==> config.mk <==
export PLATFORM = sky130hd
export DESIGN_NAME = card_wait_timer
export DESIGN_NICKNAME = d
export VERILOG_FILES = /design/src/rtl/cwt_pkg.sv /design/src/rtl/cwt_sync_fall.sv /design/src/rtl/cwt_cfg.sv /design/src/rtl/cwt_prescaler.sv /design/src/rtl/cwt_tick_cnt.sv /design/src/rtl/card_wait_timer.sv
export SDC_FILE = /design/constraint.sdc
export NUM_CORES = 1
export LEC_CHECK = 0
export ABC_CLOCK_PERIOD_IN_PS = 5600
export BUFFER_PORTS_ARGS = -buffer_cell sky130_fd_sc_hd__buf_4
export CORE_ASPECT_RATIO = 0.8
export CORE_MARGIN = 2
export CORE_UTILIZATION = 50
export DETAILED_ROUTE_END_ITERATION = 7
export PLACE_DENSITY = 0.7
export SLEW_MARGIN = 10
export SYNTH_ARGS = -nofsm -noshare
export SYNTH_HDL_FRONTEND = slang
export SYNTH_SLANG_ARGS = --single-unit
==> constraint.sdc <==
create_clock -name clk -period 5.6 [get_ports clk]
set_clock_uncertainty 0.1 [all_clocks]
set_input_delay 0.84 -clock clk [delete_from_list [all_inputs] [get_ports clk]]
set_output_delay 0.84 -clock clk [all_outputs]
set_load 0.1 [all_outputs]
==> src/rtl/cwt_pkg.sv <==
package cwt_pkg;

   // Control command for one cycle, decoded in priority order in the top
   typedef enum logic [1:0] {
      CMD_IDLE  = 2'd0,
      CMD_START = 2'd1,
      CMD_STOP  = 2'd2,
      CMD_REARM = 2'd3
   } cwt_cmd_e;

   function automatic logic cmd_clears(input cwt_cmd_e c);
      return c != CMD_IDLE;
   endfunction

endpackage

==> src/rtl/cwt_sync_fall.sv <==
module cwt_sync_fall #(
   parameter int unsigned STAGES = 2
) (
   input  logic clk,
   input  logic rst_n,
   input  logic line_i,
   output logic fall_o
);
   // sh[0..STAGES-1] is the synchronizer chain, sh[STAGES] holds the previous value
   logic [STAGES:0] sh;

   always_ff @(posedge clk or negedge rst_n) begin
      if (!rst_n) sh[0] <= 1'b1;
      else        sh[0] <= line_i;
   end

   for (genvar i = 1; i <= STAGES; i++) begin : g_stage
      always_ff @(posedge clk or negedge rst_n) begin
         if (!rst_n) sh[i] <= 1'b1;
         else        sh[i] <= sh[i-1];
      end
   end

   assign fall_o = sh[STAGES] & ~sh[STAGES-1];
endmodule

==> src/rtl/cwt_cfg.sv <==
module cwt_cfg #(
   parameter int unsigned WT_W       = 16,
   parameter int unsigned ETU_W      = 16,
   parameter int unsigned PER_W      = 20,
   parameter int unsigned CHUNK_ETUS = 12,
   parameter int unsigned DEF_WAIT   = 9600,
   parameter int unsigned DEF_ETU    = 372
) (
   input  logic             clk,
   input  logic             rst_n,
   input  logic             wt_we,
   input  logic [WT_W-1:0]  wt_val,
   input  logic             etu_we,
   input  logic [ETU_W-1:0] etu_val,
   output logic [WT_W-1:0]  limit_o,
   output logic [PER_W-1:0] period_o
);
   localparam logic [WT_W-1:0]  WT_RST    = WT_W'(DEF_WAIT);
   localparam logic [ETU_W-1:0] ETU_RST   = ETU_W'(DEF_ETU);
   localparam logic [WT_W-1:0]  LIMIT_RST = WT_W'(DEF_WAIT / CHUNK_ETUS);
   localparam logic [PER_W-1:0] PER_RST   = PER_W'(DEF_ETU * CHUNK_ETUS);
   localparam logic [WT_W-1:0]  DIV_K     = WT_W'(CHUNK_ETUS);
   localparam logic [PER_W-1:0] MUL_K     = PER_W'(CHUNK_ETUS);

   logic [WT_W-1:0]  wt_q, wt_nxt;
   logic [ETU_W-1:0] etu_q, etu_nxt;

   assign wt_nxt  = wt_we  ? wt_val  : wt_q;
   assign etu_nxt = etu_we ? etu_val : etu_q;

   always_ff @(posedge clk or negedge rst_n) begin
      if (!rst_n) begin
         wt_q     <= WT_RST;
         etu_q    <= ETU_RST;
         limit_o  <= LIMIT_RST;
         period_o <= PER_RST;
      end else if (wt_we || etu_we) begin
         wt_q     <= wt_nxt;
         etu_q    <= etu_nxt;
         limit_o  <= wt_nxt / DIV_K;
         period_o <= PER_W'(etu_nxt) * MUL_K;
      end
   end
endmodule

==> src/rtl/cwt_prescaler.sv <==
module cwt_prescaler
   import cwt_pkg::*;
#(
   parameter int unsigned PER_W  = 20,
   parameter bit          AUX_EN = 1'b1
) (
   input  logic             clk,
   input  logic             rst_n,
   input  cwt_cmd_e         cmd,
   input  logic             active,
   input  logic [PER_W-1:0] period,
   output logic             tick_o,
   output logic [PER_W-1:0] count_o,
   output logic             aux_o
);
   logic [PER_W-1:0] cnt_q;
   logic             at_top, at_mid, idle;

   assign idle    = (cmd == CMD_IDLE);
   assign at_top  = (cnt_q >= period);
   assign at_mid  = (cnt_q == (period >> 1));
   assign tick_o  = idle && active && at_top;
   assign count_o = cnt_q;

   always_ff @(posedge clk or negedge rst_n) begin
      if (!rst_n)               cnt_q <= '0;
      else if (cmd_clears(cmd)) cnt_q <= '0;
      else if (active)          cnt_q <= at_top ? '0 : cnt_q + 1'b1;
   end

   if (AUX_EN) begin : g_aux
      logic aux_q;
      always_ff @(posedge clk or negedge rst_n) begin
         if (!rst_n)                           aux_q <= 1'b0;
         else if (cmd == CMD_START)            aux_q <= 1'b0;
         else if (tick_o)                      aux_q <= 1'b0;
         else if (idle && active && at_mid)    aux_q <= 1'b1;
      end
      assign aux_o = aux_q;
   end else begin : g_no_aux
      assign aux_o = 1'b0;
   end
endmodule

==> src/rtl/cwt_tick_cnt.sv <==
module cwt_tick_cnt
   import cwt_pkg::*;
#(
   parameter int unsigned CNT_W = 16
) (
   input  logic             clk,
   input  logic             rst_n,
   input  cwt_cmd_e         cmd,
   input  logic             tick,
   input  logic [CNT_W-1:0] limit,
   output logic             half_o,
   output logic             exp_o,
   output logic             frozen_o
);
   logic [CNT_W-1:0] cnt_q, cnt_nxt;
   logic             hit_half, hit_end;

   assign cnt_nxt  = cnt_q + 1'b1;
   assign hit_end  = (cnt_nxt >= limit);
   assign hit_half = (cnt_nxt == (limit >> 1)) && !hit_end;

   always_ff @(posedge clk or negedge rst_n) begin
      if (!rst_n) begin
         cnt_q    <= '0;
         half_o   <= 1'b0;
         exp_o    <= 1'b0;
         frozen_o <= 1'b0;
      end else if (cmd_clears(cmd)) begin
         cnt_q    <= '0;
         half_o   <= 1'b0;
         exp_o    <= 1'b0;
         frozen_o <= 1'b0;
      end else if (tick) begin
         cnt_q    <= cnt_nxt;
         half_o   <= hit_half;
         exp_o    <= hit_end;
         frozen_o <= hit_end;
      end else begin
         half_o   <= 1'b0;
         exp_o    <= 1'b0;
      end
   end
endmodule

==> src/rtl/card_wait_timer.sv <==
module card_wait_timer
   import cwt_pkg::*;
#(
   parameter int unsigned WT_W        = 16,
   parameter int unsigned ETU_W       = 16,
   parameter int unsigned CHUNK_ETUS  = 12,
   parameter int unsigned DEF_WAIT    = 9600,
   parameter int unsigned DEF_ETU     = 372,
   parameter int unsigned SYNC_STAGES = 2,
   parameter bit          AUX_EN      = 1'b1
) (
   input  logic             clk,
   input  logic             rst_n,
   input  logic             io_line,
   input  logic             wt_we,
   input  logic [WT_W-1:0]  wt_val,
   input  logic             etu_we,
   input  logic [ETU_W-1:0] etu_val,
   input  logic             start,
   input  logic             stop,
   output logic             half_pulse,
   output logic             exp_pulse,
   output logic             aux_out
);
   localparam int unsigned PER_W = ETU_W + $clog2(CHUNK_ETUS);

   if (SYNC_STAGES < 2) begin : g_bad_sync
      $error("card_wait_timer: SYNC_STAGES must be at least 2");
   end
   if (CHUNK_ETUS < 2) begin : g_bad_chunk
      $error("card_wait_timer: CHUNK_ETUS must be at least 2");
   end
   if (DEF_WAIT >= (64'd1 << WT_W)) begin : g_bad_wait
      $error("card_wait_timer: DEF_WAIT does not fit WT_W");
   end
   if (DEF_ETU >= (64'd1 << ETU_W)) begin : g_bad_etu
      $error("card_wait_timer: DEF_ETU does not fit ETU_W");
   end

   logic             io_fall;
   logic [WT_W-1:0]  limit;
   logic [PER_W-1:0] period;
   logic [PER_W-1:0] presc_cnt;
   logic             run_q, frozen, active, tick;
   cwt_cmd_e         cmd;

   cwt_sync_fall #(.STAGES(SYNC_STAGES)) u_sync (
      .clk    (clk),
      .rst_n  (rst_n),
      .line_i (io_line),
      .fall_o (io_fall)
   );

   cwt_cfg #(
      .WT_W       (WT_W),
      .ETU_W      (ETU_W),
      .PER_W      (PER_W),
      .CHUNK_ETUS (CHUNK_ETUS),
      .DEF_WAIT   (DEF_WAIT),
      .DEF_ETU    (DEF_ETU)
   ) u_cfg (
      .clk      (clk),
      .rst_n    (rst_n),
      .wt_we    (wt_we),
      .wt_val   (wt_val),
      .etu_we   (etu_we),
      .etu_val  (etu_val),
      .limit_o  (limit),
      .period_o (period)
   );

   // Priority: stop, then start, then I/O activity
   always_comb begin
      if (stop)         cmd = CMD_STOP;
      else if (start)   cmd = CMD_START;
      else if (io_fall) cmd = CMD_REARM;
      else              cmd = CMD_IDLE;
   end

   always_ff @(posedge clk or negedge rst_n) begin
      if (!rst_n)                 run_q <= 1'b0;
      else if (cmd == CMD_STOP)   run_q <= 1'b0;
      else if (cmd == CMD_START)  run_q <= 1'b1;
   end

   assign active = run_q && !frozen;

   cwt_prescaler #(.PER_W(PER_W), .AUX_EN(AUX_EN)) u_presc (
      .clk     (clk),
      .rst_n   (rst_n),
      .cmd     (cmd),
      .active  (active),
      .period  (period),
      .tick_o  (tick),
      .count_o (presc_cnt),
      .aux_o   (aux_out)
   );

   cwt_tick_cnt #(.CNT_W(WT_W)) u_ticks (
      .clk      (clk),
      .rst_n    (rst_n),
      .cmd      (cmd),
      .tick     (tick),
      .limit    (limit),
      .half_o   (half_pulse),
      .exp_o    (exp_pulse),
      .frozen_o (frozen)
   );
endmodule

After elaboration in Yosys (flattened, before gate mapping)
Cells that the tools add are included.
- register bits: 110
- input bits: 39
- add/subtract/negate cells: 2
- $mul: 1
- divide/modulo/power cells: 1
- order comparisons: 2
- eq/ne operators: 4
- mux-type cells: 21
- bitwise gates (word level): 2
- reductions and logical operators: 14
- operators by type and width (cell ; count):
    $mux 16 ; 4
    $mux 20 ; 3
    $add 20x1->20 const B ; 1
    $eq 20x19->1 ; 1
    $ge 20x20->1 ; 1
    $mul 16x2->18 const B ; 1
    $add 16x1->16 const B ; 1
    $div 16x4->16 const B ; 1
    $eq 16x15->1 ; 1
    $ge 16x16->1 ; 1
    $mux 1 ; 11
    $reduce_bool 2->1 ; 4
    $mux 2 ; 3
    $logic_and 1x1->1 ; 5
    $reduce_bool 3->1 ; 1
    $eq 2x1->1 const B ; 1
    $eq 2x2->1 const B ; 1
    $logic_not 1->1 ; 2
    $logic_not 2->1 ; 1
    $and 1x1->1 ; 1
    $logic_or 1x1->1 ; 1
    $not 1->1 ; 1

Longest topological paths before layout
Gate-level depths: netlist (run 1).
- depth in word-level cells: 11
- gate-level depth with buffers: 18

Hierarchy
Synthesis (run 1) repeated with hierarchy kept, for this count alone.
- cells, all modules: 994
- area total of the unflattened synthesis: 8563.2 µm²
- by module, submodules not included (module ; instances ; cells an instance ; area each (µm²) ; seq. area each (µm²)):
    cwt_cfg ; 1 ; 524 ; 4556.9 ; 1522.7
    cwt_tick_cnt ; 1 ; 230 ; 1948.1 ; 475.5
    cwt_prescaler ; 1 ; 225 ; 1878.1 ; 525.5
    cwt_sync_fall ; 1 ; 4 ; 92.6 ; 78.8
    card_wait_timer ; 1 ; 11 ; 87.6 ; 25.0

Least setup slack after synthesis (run 1)
No wires, ideal clock.
- path type: in2reg
- start point: in etu_we
- end point: reg u_cfg.period_o[16]
- library setup time: 137 ps
- arrival: 4134 ps
- required time: 5363 ps
- path slack: 1229 ps
- stages: 16
- path buffers: 2
- path through: clkbuf_1 -> clkbuf_1 -> mux2_2 -> ha_1 -> a21o_1 -> a21oi_1 -> o21ai_0 -> a21oi_1 -> o21ai_0 -> a21oi_1 -> o21ai_0 -> a2111o_1 -> a31o_2 -> a21oi_1 -> xor2_1 -> a21oi_1
- word-level cells in the longest chain between the ends: 2
- elaborated cells on any way between the ends: 3
- classes of those cells: mul (1); mux (1); reduce/logical (1)
- ends and longest elaborated chain (item ; line ; source):
    start, declared ; card_wait_timer.sv:17 ; input logic etu_we,
    $mux 16 ; cwt_cfg.sv:29 ; assign etu_nxt = etu_we ? etu_val : etu_q;
    net u_cfg.etu_nxt[2] ; cwt_cfg.sv:26 ; logic [ETU_W-1:0] etu_q, etu_nxt;
    $mul 16x2->18 ; cwt_cfg.sv:41 ; period_o <= PER_W'(etu_nxt) * MUL_K;
    end signal, assigned ; cwt_cfg.sv:41 ;
    end, declared ; cwt_cfg.sv:16 ; output logic [PER_W-1:0] period_o
The timed path passes the listed nets, and every way through them passes these cells.
A chain may end at the register's enable or synchronous reset.

Worst setup path in the final report (run 1)
- start point: in wt_we
- end point: reg u_cfg.limit_o[0]
- word-level cells in the longest chain between the ends: 2
- elaborated cells on any way between the ends: 3
- classes of those cells: div (1); mux (1); reduce/logical (1)
- ends and longest elaborated chain (item ; line ; source):
    start, declared ; card_wait_timer.sv:15 ; input logic wt_we,
    $mux 16 ; cwt_cfg.sv:28 ; assign wt_nxt = wt_we ? wt_val : wt_q;
    $div 16x4->16 ; cwt_cfg.sv:40 ; limit_o <= wt_nxt / DIV_K;
    end signal, assigned ; cwt_cfg.sv:40 ;
    end, declared ; cwt_cfg.sv:15 ; output logic [WT_W-1:0] limit_o,
Several ways; a longest one is shown, not always the timed one.

==> results of run 1 <==
## layout make-up
class,instances,area [um2]
clock buffer,9,225
clock inverter,7,83.8
fill,1389,6600
inverter,63,239
multi-input combinational,669,4820
sequential,104,2630
tap,210,263
timing repair buffer,48,360
## per-stage QoR
stage | area [um2] | std cells | total power (W) | util (%) | hold slack, ps
floorplan | 7860 | 873 | 0.00154 | - | 245
global placement | 8310 | 1094 | 0.00171 | 54.6 | 247
detailed placement | 8310 | 1094 | 0.00172 | 54.6 | 252
CTS | 8620 | 1110 | 0.00241 | 56.6 | 259
global route | 8620 | 1110 | 0.00255 | 56.6 | 261
finish | 8620 | 1110 | 0.00239 | 56.6 | 258
## where the power goes
| group | switching (W) | internal [W] | leakage, nW | total, W |
|---|---|---|---|---|
| clock network | 0.000316 | 0.000358 | 0.155 | 0.000673 |
| logic | 0.000446 | 0.000341 | 2.53 | 0.000786 |
| registers | 0.0000738 | 0.000861 | 1.28 | 0.000935 |
| total | 0.000835 | 0.00156 | 3.97 | 0.00239 |
## routing by layer
layer / global-route usage (%) / routed length [um]
met4: 4.79 / 171
met2: 30.9 / 6930
met3: 5.21 / 876
met1: 34.7 / 9330
met5: 0 / 0
## cell families after synthesis
kind of cell	count (synthesis)	share of synthesized area, %
flops	104	33.4
buf+inv	100	5.27
compound gates	245	21.8
simple gates	261	16.3
mux	52	8.18
fa+ha+maj	53	8.50
xor+xnor	58	6.46
## sequential cells by signal, indices dropped and copies added, names as in the netlist
signal,count
u_presc.count_o,20
u_cfg.period_o,17
u_cfg.etu_q,16
u_ticks.cnt_q,16
u_cfg.wt_q,14
u_cfg.limit_o,13
u_sync.sh,3
run_q,1
u_presc.aux_o,1
u_ticks.exp_o,1
u_ticks.frozen_o,1
u_ticks.half_o,1
## cell usage after synthesis (all sizes together), types with 5 or more instances
master and count:
and3 15, nand2 72, o22ai 8, nand4 12, nand3 28, nor4b 10, nor3 15, or3 10
buf 9, mux2 35, o211ai 14, o31ai 21, a31oi 8, dfstp 20, clkbuf 28, nor2 69
ha 51, xor2 16, nor4 9, xnor2 42, a22o 7, a41o 5, inv 60, a21o 30
o21ai 49, dfrtp 84, mux2i 17, a21oi 55
## worst register-to-register path: stages (launching register included)
cell and delay, ps:
dfstp_2 380, mux2i_4 330, inv_4 160, xnor2_1 210, mux2_2 300, o22ai_2 230
or2_0 400, nor3_2 110, o32ai_2 400, nor2_1 280, a211o_1 300, a221o_1 330
and2_1 190, a221o_1 310
## path summary, 6_finish.rpt
path | start | end | slack (ps) | cells after the start
min | u_sync.sh[0]$_DFF_PN1_ | u_sync.sh[1]$_DFF_PN1_ | 260 | 0
max reg2reg | u_cfg.wt_q[13]$_DFFE_PN1P_ | u_cfg.limit_o[0]$_DFFE_PN0P_ | 1480 | 13
max in group asynchronous | rst_n | u_cfg.period_o[12]$_DFFE_PN1P_ | 3830 | 2
min reg2reg | u_sync.sh[0]$_DFF_PN1_ | u_sync.sh[1]$_DFF_PN1_ | 260 | 0
min in group asynchronous | rst_n | u_cfg.wt_q[6]$_DFFE_PN0P_ | 460 | 1
max | wt_we | u_cfg.limit_o[0]$_DFFE_PN0P_ | 880 | 14
## cell usage in the layout, fill, tap and decap left out, drive strengths merged, types with 4 or more instances in the layout
cell,netlist,routed
nand2,72,72
a22o,7,7
and3,15,15
nor4b,10,10
or2,4,4
and2,4,4
a41o,5,5
dfstp,20,20
a31oi,8,8
a21boi,4,4
inv,60,65
a21o,30,30
clkbuf,28,9
ha,51,51
nor4,9,9
mux2,35,35
clkinv,3,4
nand2b,4,4
or3,10,10
o22ai,8,8
dfrtp,84,84
a21oi,55,55
nor2b,4,4
buf,9,48
xnor2,42,42
o31ai,21,21
nor3,15,15
mux2i,17,17
o21ai,49,49
xor2,16,16
nand3,28,28
nand4,12,12
nor2,69,69
o211ai,14,14
==> summary.md, run 1 <==
| Metric | Value |
|---|---|
| Largest net degree at the start of global routing | `61` |
| Initial antenna violation count | `0` |
| Number of diodes | `0` |
| Mapped Nets | `964` |
| Final net count | `986` |
| Detailed-placement wirelength estimate | `12,400 um` |
| Clock tree buffer depth | `2` |
| FMAX | `0.212 GHz` |
| CP Capture Type | `register` |
| Number of synthesized flops with an enable pin | `0` |
| Iter 0 DRT Violations | `459` |
| DR pass1 iterations | `5` |
| Residual DRC | `0` |
| Std cell rows | `40` |
| WP data required | `5750 ps` |
| Cell mode on critical path | `a221o_1` |
| Post_cts resized | `0` |
| Max incr delay on CP | `480 ps` |
| RSZ-0062 raised after global routing | `false` |
| Rel. slew slack | `21.9%` |
| Crit share post-route | `84.2%` |
| GRT overflow | `0` |
| Reg clk slew, reported paths | `70 ps` |
| Fin. Hold Viols | `0` |
| Status | `complete, no violations` |
| Top cell family by delay on the critical path | `compound AO/OA/AOI/OAI gates` |
| Post-synth top flop | `dfrtp_1` |
| CTS tree | `done` |
| Cts bufs inserted | `9` |
| Crit-path cells | `buf_4 -> mux2i_4 -> inv_4 -> xnor2_1 -> mux2_2 -> o22ai_2 -> or2_0 -> nor3_2 -> o32ai_2 -> nor2_1 -> a211o_1 -> a221o_1 -> and2_1 -> a221o_1` |
| Area grow syn2layout | `9.63%` |
| Wirelength per Cell | `15.6 um` |
| Netlist cell types | `89` |
| Placer Congestion | `0.896` |
| Die area | `16,700 um2` |
| Critical-path top delay cell | `mux2i_4` |
| Core ar. | `15,200 um2` |
| Post-Syn Area | `7860 um2` |
| Cell taking the most area after synthesis | `dfrtp_1` |
| CP Launch Type | `input port` |
| Async set or reset register ratio after synthesis | `100%` |
| Maxcap violations | `0` |
| First-pass GRT wire length | `29,700 um` |
| Total track usage | `22.1%` |
| Share of cells above drive strength 1 | `16.9%` |
| Hold crit path type | `register to register` |
| Die Width | `144 um` |
| Initial Util | `51.7%` |
| Drt total wl | `17,300 um` |
| Cell Pwr Density | `278 nW/um2` |
| Crit path DAT | `4870 ps` |
| Ports | `42` |
| Avg Cell Area, Syn | `9.00 um2` |
| Top post-synthesis cells by area | `dfrtp_1, ha_1, dfstp_2, mux2_2, xnor2_1` |
| CP bufs+invs | `2` |
| Worst setup margin | `884 ps` |
| Leak | `3.97 nW` |
| Setup Buffers After CTS | `0` |
| Crit path time final | `4720 ps` |
| Synthesized flop and latch total | `104` |
| Pins over their slew limit | `0` |
| Worst-margin pin slew | `1170 ps` |
| Vias in the first global route | `5,912` |
| Mapped Cells | `873` |
| Setup-failing EPs final | `0` |
| Die span in y | `116 um` |
| Kind of critical path | `input port to register` |
| Clk Latency, worst-skew pair | `370 ps` |
| TNS Setup | `0 ps` |
| Register area share after synthesis | `33.4%` |
| Synth warnings | `0` |
| Dpl ws | `544 ps` |
| Hold Buf Count CTS | `0` |
| Area share of the largest cell type after synthesis | `26.7%` |
| Clock tree sinks | `104` |
| Antenna Nets Post-Route | `0` |
| Via count | `6,404` |
| Worst IR Drop VDD | `0.151 mV` |
| Vias/cell | `5.77` |
| Clock root buffer | `clkbuf_16` |
| CP max FO | `17` |
| Port Buffers | `39` |
| Htree depth | `3` |
Note: power is estimated with default switching activity, not from simulation.
==> run 2, diff against run 1 <==
--- a/config.mk
+++ b/config.mk
@@ -5,7 +5,7 @@
 export SDC_FILE = /design/constraint.sdc
 export NUM_CORES = 1
 export LEC_CHECK = 0
-export ABC_CLOCK_PERIOD_IN_PS = 5600
+export ABC_CLOCK_PERIOD_IN_PS = 4500
 export BUFFER_PORTS_ARGS = -buffer_cell sky130_fd_sc_hd__buf_4
 export CORE_ASPECT_RATIO = 0.8
 export CORE_MARGIN = 2
==> constraint.sdc (replaced) <==
create_clock -name clk -period 4.5 [get_ports clk]
set_clock_uncertainty 0.1 [all_clocks]
set_input_delay 0.675 -clock clk [delete_from_list [all_inputs] [get_ports clk]]
set_output_delay 0.675 -clock clk [all_outputs]
set_load 0.1 [all_outputs]
==> run 2 against run 1 <==
Clock power up 17%; final cell count up 1.9%; via count up 2.1%; largest cell class unchanged.
==> summary.md, run 2 (synthesized netlist as in run 1, its figures left out) <==
| Metric | Value |
|---|---|
| R2r endpoint | `u_presc.count_o[7]$_DFFE_PN0P_` |
| Clock root buffer | `clkbuf_16` |
| Combinational Power Share | `34.1% (+1.3 points)` |
| Die span in y | `116 um (unchanged)` |
| Iter 0 DRT Violations | `443 (-3.5%)` |
| TNS Setup | `0 ps (unchanged)` |
| Vias in the first global route | `5,988 (+1.3%)` |
| Setup Buffers After CTS | `0 (unchanged)` |
| Cell internal pwr | `0.00191 W (+23%)` |
| Clock tree sinks | `104 (unchanged)` |
| Total track usage | `22.5% (+0.40 points)` |
| CTS tree | `done` |
| Die Width | `144 um (unchanged)` |
| Core ar. | `15,200 um2 (unchanged)` |
| Drt total wl | `17,700 um (+2.2%)` |
| Rel. slew slack | `35.0% (+13 points)` |
| CP Capture Type | `register` |
| RSZ-0062 raised after global routing | `false` |
| Clock power frac | `26.5% (-1.6 points)` |
| Leak | `4.05 nW (+2.1%)` |
| Cell Pwr Density | `338 nW/um2 (+22%)` |
| Worst setup margin | `440 ps (-444 ps)` |
| FMAX | `0.246 GHz` |
| GRT overflow | `0 (unchanged)` |
| Dpl ws | `126 ps (-418 ps)` |
| Via count | `6,537 (+2.1%)` |
| Setup-failing EPs final | `0 (unchanged)` |
| Net Sw Frac | `35.4% (+0.56 points)` |
| Ports | `42 (unchanged)` |
| Final net count | `1,007 (+2.1%)` |
| Post_cts resized | `0 (unchanged)` |
| Vias/cell | `5.78 (+0.18%)` |
| Clock tree buffer depth | `2 (unchanged)` |
| Status | `complete, no violations` |
| Cts bufs inserted | `9 (unchanged)` |
| Initial antenna violation count | `0 (unchanged)` |
| Kind of critical path | `input port to register` |
| CP Launch Type | `input port` |
| Antenna Nets Post-Route | `0 (unchanged)` |
| Die area | `16,700 um2 (unchanged)` |
| Crit share post-route | `90.2%` |
| Placer Congestion | `0.890 (-0.68%)` |
| Wirelength per Cell | `15.6 um (+0.27%)` |
| Sequential Power Share | `39.4% (+0.4 points)` |
| Port Buffers | `39 (unchanged)` |
| Worst IR Drop VDD | `0.198 mV (+31%)` |
| Share of cells above drive strength 1 | `18.8% (+1.9 points)` |
| Hold Buf Count CTS | `0 (unchanged)` |
| Max FFs per register | `20 (unchanged)` |
| Most frequent cells in the layout | `dfrtp_1, nand2_1, buf_4, nor2_1, a21oi_1` |
| Hold crit path type | `input port to asynchronous set/reset pin` |
| P_sw | `0.00105 W (+26%)` |
| Reg clk slew, reported paths | `80 ps (about the same)` |
| Std cell rows | `40 (unchanged)` |
| Clk Latency, worst-skew pair | `360 ps (about the same)` |
| Number of diodes | `0 (unchanged)` |
| Residual DRC | `0 (unchanged)` |
| Htree depth | `3 (unchanged)` |
| Most common cell after layout, fill and taps aside | `dfrtp_1` |
| WP data required | `4650 ps (-1100 ps)` |
| Crit path DAT | `4210 ps (-660 ps)` |
| Pins over their slew limit | `0 (unchanged)` |
| Worst-margin pin slew | `975 ps (-197 ps)` |
| Detailed-placement wirelength estimate | `13,000 um (+4.9%)` |
| CP max FO | `13 (-4)` |
| Initial Util | `51.7% (unchanged)` |
| Crit path time final | `4060 ps` |
| Fin. Hold Viols | `0 (unchanged)` |
| Dpl cells | `1,115 (+1.9%)` |
| DR pass1 iterations | `5 (unchanged)` |
| FF-to-FF Start | `u_presc.count_o[2]$_DFFE_PN0P_` |
| Worst reg-to-reg path cell count | `15 (+2)` |
| Area grow syn2layout | `11.4%` |
| First-pass GRT wire length | `30,300 um (+1.8%)` |
| R2r setup slk | `630 ps (-850 ps)` |
| Largest net degree at the start of global routing | `47 (-23%)` |
| Non-Filler Instances | `1,131 (+1.9%)` |
| Maxcap violations | `0 (unchanged)` |
==> run 2: cell types whose count changed in the layout (fill, tap and decap cells not counted), sizes merged <==
cell | previous run | this run
buf | 48 | 69
bufinv | 1 | 0
clkinvlp | 0 | 2
inv | 65 | 64
==> run 2: through the flow <==
| stage | util (%) | total power [W] | cell area (um2) | hold slack, ps |
|---|---|---|---|---|
| after floorplan | - | 0.00192 | 7860 | 245 |
| after global placement | 55.6 | 0.00216 | 8470 | 247 |
| after detailed placement | 55.6 | 0.00218 | 8470 | 249 |
| after CTS | 57.5 | 0.00298 | 8750 | 241 |
| after global routing | 57.5 | 0.00316 | 8750 | 264 |
| final | 57.5 | 0.00296 | 8750 | 235 |
==> run 2: critical path: stages <==
cell and delay (ps):
buf_4 230, mux2i_4 280, buf_4 230, xnor2_1 180
a21oi_1 130, o32a_4 410, and2_4 230, mux2i_1 150
o32ai_2 370, nor2_1 210, a211o_1 260, a221o_1 350
and2_1 190, a221o_1 310
==> run 2: worst max-delay path by stage <==
stage	startpoint	end	slack [ps]	depth (start not counted)
2_1_floorplan	etu_we	u_cfg.period_o[16]$_DFFE_PN0P_	290	16
3_3_place_gp	wt_we	u_cfg.limit_o[0]$_DFFE_PN0P_	170	14
3_5_place_dp	wt_we	u_cfg.limit_o[0]$_DFFE_PN0P_	130	14
4_1_cts	wt_we	u_cfg.limit_o[0]$_DFFE_PN0P_	500	14
5_1_grt	wt_we	u_cfg.limit_o[0]$_DFFE_PN0P_	250	14
6_report	wt_we	u_cfg.limit_o[0]$_DFFE_PN0P_	440	14
==> run 2: cell type report <==
type / count / area [um2]
fillers: 1373 / 6460
multi-input cells: 669 / 4820
flip-flops and latches: 104 / 2630
repair buffers: 69 / 518
well taps: 210 / 263
inverters: 63 / 239
clock buffers: 9 / 225
clock inverters: 7 / 63.8
==> run 2: metal layers <==
layer | up-vias | track usage (%) | routed length [um] | part of all wire [%]
met5 | - | 0 | 0 | 0
met3 | 12 | 3.40 | 785 | 4.4
met1 | 3075 | 36.4 | 9670 | 55
li1 | 3282 | - | - | -
met4 | 0 | 4.98 | 184 | 1.0
met2 | 168 | 31.6 | 7050 | 40
==> run 2: power groups by stage <==
stage	registers, W	logic [W]	clock network [W]
after global routing	0.00118	0.00113	0.000844
after floorplan	0.00115	0.000767	0
after CTS	0.00117	0.00100	0.000809
final	0.00117	0.00101	0.000786
after detailed placement	0.00118	0.000996	0
after global placement	0.00118	0.000984	0
==> run 3, diff against run 2 <==
--- a/config.mk
+++ b/config.mk
@@ -10,8 +10,10 @@
 export CORE_ASPECT_RATIO = 0.8
 export CORE_MARGIN = 2
 export CORE_UTILIZATION = 50
+export CTS_CLUSTER_SIZE = 12
 export DETAILED_ROUTE_END_ITERATION = 7
 export PLACE_DENSITY = 0.7
+export REMOVE_ABC_BUFFERS = 1
 export SLEW_MARGIN = 10
 export SYNTH_ARGS = -nofsm -noshare
 export SYNTH_HDL_FRONTEND = slang
==> run 3 against run 2 <==
Clock power rose by 19%; die area is the same; combinational power is essentially flat; maximum frequency increased by 0.95%; power up 4.6%; register-to-register slack improved by 50 ps; final area is 1.1% higher; utilization increased by 0.65 points; sequential power hardly changed; critical path type unchanged; critical endpoint unchanged.
==> summary.md, run 3 (synthesized netlist as in run 1, its figures left out) <==
| Metric | Value |
|---|---|
| Drt total wl | `17,400 um (-1.6%)` |
| CP Capture Type | `register` |
| Fin. Hold Viols | `0 (unchanged)` |
| Crit path time final | `4020 ps (-38.1 ps)` |
| Cell Pwr Density | `350 nW/um2 (+3.4%)` |
| CP max FO | `13 (unchanged)` |
| Crit share post-route | `89.4% (-0.85 points)` |
| WP data required | `4650 ps (about the same)` |
| Antenna Nets Post-Route | `0 (unchanged)` |
| Die Width | `144 um (unchanged)` |
| Worst IR Drop VDD | `0.186 mV (-5.9%)` |
| Total track usage | `21.6% (-0.97 points)` |
| Reg clk slew, reported paths | `70 ps (about the same)` |
| Post_cts resized | `0 (unchanged)` |
| Number of diodes | `0 (unchanged)` |
| Clock root buffer | `clkbuf_16` |
| Worst-margin pin slew | `1040 ps (+61.0 ps)` |
| Clock tree buffer depth | `2 (unchanged)` |
| Power, Total | `0.00310 W (+4.6%)` |
| FMAX | `0.249 GHz (+0.95%)` |
| Kind of critical path | `input port to register` |
| DR pass1 iterations | `5 (unchanged)` |
| GRT overflow | `0 (unchanged)` |
| Status | `complete, no violations` |
| Clock tree sinks | `104 (unchanged)` |
| Rel. slew slack | `30.9% (-4.1 points)` |
| Std cell rows | `40 (unchanged)` |
| Setup-failing EPs final | `0 (unchanged)` |
| Hold crit path type | `input port to asynchronous set/reset pin` |
| Pins over their slew limit | `0 (unchanged)` |
| Vias/cell | `5.74 (-0.74%)` |
| Wirelength per Cell | `15.3 um (-2.0%)` |
| Detailed-placement wirelength estimate | `12,700 um (-1.9%)` |
| Max FFs per register | `20 (unchanged)` |
| Clk Latency, worst-skew pair | `360 ps (about the same)` |
| Fill count | `1,374 (+0.073%)` |
| FF-to-FF Start | `u_presc.count_o[2]$_DFFE_PN0P_` |
| Area of the multi-input gates | `4820 um2 (unchanged)` |
| Port Buffers | `39 (unchanged)` |
| Leak | `4.11 nW (+1.4%)` |
| RSZ-0062 raised after global routing | `false` |
| Iter 0 DRT Violations | `509 (+15%)` |
| TNS Setup | `0 ps (unchanged)` |
| Via count | `6,517 (-0.31%)` |
| Htree depth | `3 (unchanged)` |
| Most frequent cells in the layout | `dfrtp_1, buf_4, nand2_1, nor2_1, a21oi_1` |
| Top cell family by delay on the critical path | `compound AO/OA/AOI/OAI gates` |
| Setup Buffers After CTS | `0 (unchanged)` |
| Max incr delay on CP | `370 ps (-40 ps)` |
| CP bufs+invs | `2 (unchanged)` |
| Cts bufs inserted | `9 (unchanged)` |
| Initial antenna violation count | `0 (unchanged)` |
| Hold Buf Count CTS | `0 (unchanged)` |
| Critical-path top delay cell | `a221o_1` |
| Ports | `42 (unchanged)` |
| Final net count | `1,012 (+0.50%)` |
| Vias in the first global route | `5,892 (-1.6%)` |
| Largest net degree at the start of global routing | `40 (-15%)` |
| Die span in y | `116 um (unchanged)` |
| First-pass GRT wire length | `29,100 um (-3.9%)` |
| Initial Util | `51.7% (unchanged)` |
| Placer Congestion | `0.886 (-0.43%)` |
| Most common cell after layout, fill and taps aside | `dfrtp_1` |
| Core ar. | `15,200 um2 (unchanged)` |
| CP Launch Type | `input port` |
| Die area | `16,700 um2 (unchanged)` |
| Crit-path cells | `buf_4 -> mux2i_4 -> buf_4 -> xnor2_1 -> a21oi_1 -> o22ai_2 -> or3_4 -> o221ai_2 -> o32ai_2 -> or2_4 -> a211o_1 -> a221o_1 -> and2_1 -> a221o_1` |
| Crit path DAT | `4170 ps (-40 ps)` |
| Beginning of the critical path | `wt_we` |
| Residual DRC | `0 (unchanged)` |
| CTS tree | `done` |
| FF/Latch Area | `2630 um2 (unchanged)` |
| Area grow syn2layout | `12.6%` |
| Share of cells above drive strength 1 | `19.0% (+0.22 points)` |
| Maxcap violations | `0 (unchanged)` |
run 3: cell count changes in the layout (fill, tap and decap cells not counted), sizes merged:
| cell | before | now |
|---|---|---|
| clkinvlp | 2 | 0 |
| bufinv | 0 | 3 |
| clkinv | 4 | 3 |
| clkbuf | 9 | 13 |
| inv | 64 | 60 |
| buf | 69 | 74 |
run 3: metrics by stage:
stage / utilization (%) / cell area (um2) / setup WS, ps / instances / hold WS, ps
after detailed placement: 55.9 / 8500 / 134 / 1120 / 249
after global routing: 58.2 / 8850 / 246 / 1136 / 171
after global placement: 55.9 / 8500 / 188 / 1120 / 249
after CTS: 58.2 / 8850 / 509 / 1136 / 164
after floorplan: - / 7680 / 327 / 836 / 245
final: 58.2 / 8850 / 478 / 1136 / 146
run 3: final timing paths:
path	to	slack (ps)	cells after the start
max reg2reg	u_ticks.half_o$_DFF_PN0_	680	14
max in group asynchronous	u_cfg.etu_q[6]$_DFFE_PN1P_	3270	2
min in group clk	u_sync.sh[1]$_DFF_PN1_	250	0
min reg2reg	u_sync.sh[1]$_DFF_PN1_	250	0
max	u_cfg.limit_o[0]$_DFFE_PN0P_	480	14
min	u_presc.aux_o$_DFFE_PN0P_	150	1
run 3: layout make-up:
class | count | share of cell area (%)
clock buffers | 13 | 2.94
repair buffers | 74 | 6.27
clock inverters | 3 | 1.02
well taps | 210 | 2.97
flip-flops and latches | 104 | 29.7
inverters | 63 | 2.70
multi-input cells | 669 | 54.4
run 3: report_power, final:
part	total [W]	leakage (nW)	internal [W]	switching, W
Sequential	0.00116	1.28	0.00107	0.0000900
Combinational	0.00100	2.65	0.000453	0.000548
Clock	0.000935	0.170	0.000575	0.000359
run 3: routing by layer:
metal	global-route usage [%]	wire length, um	up-vias
li1	-	-	3275
met5	0	0	-
met4	5.37	187	0
met2	30.0	6890	142
met3	3.98	802	12
met1	34.3	9510	3088
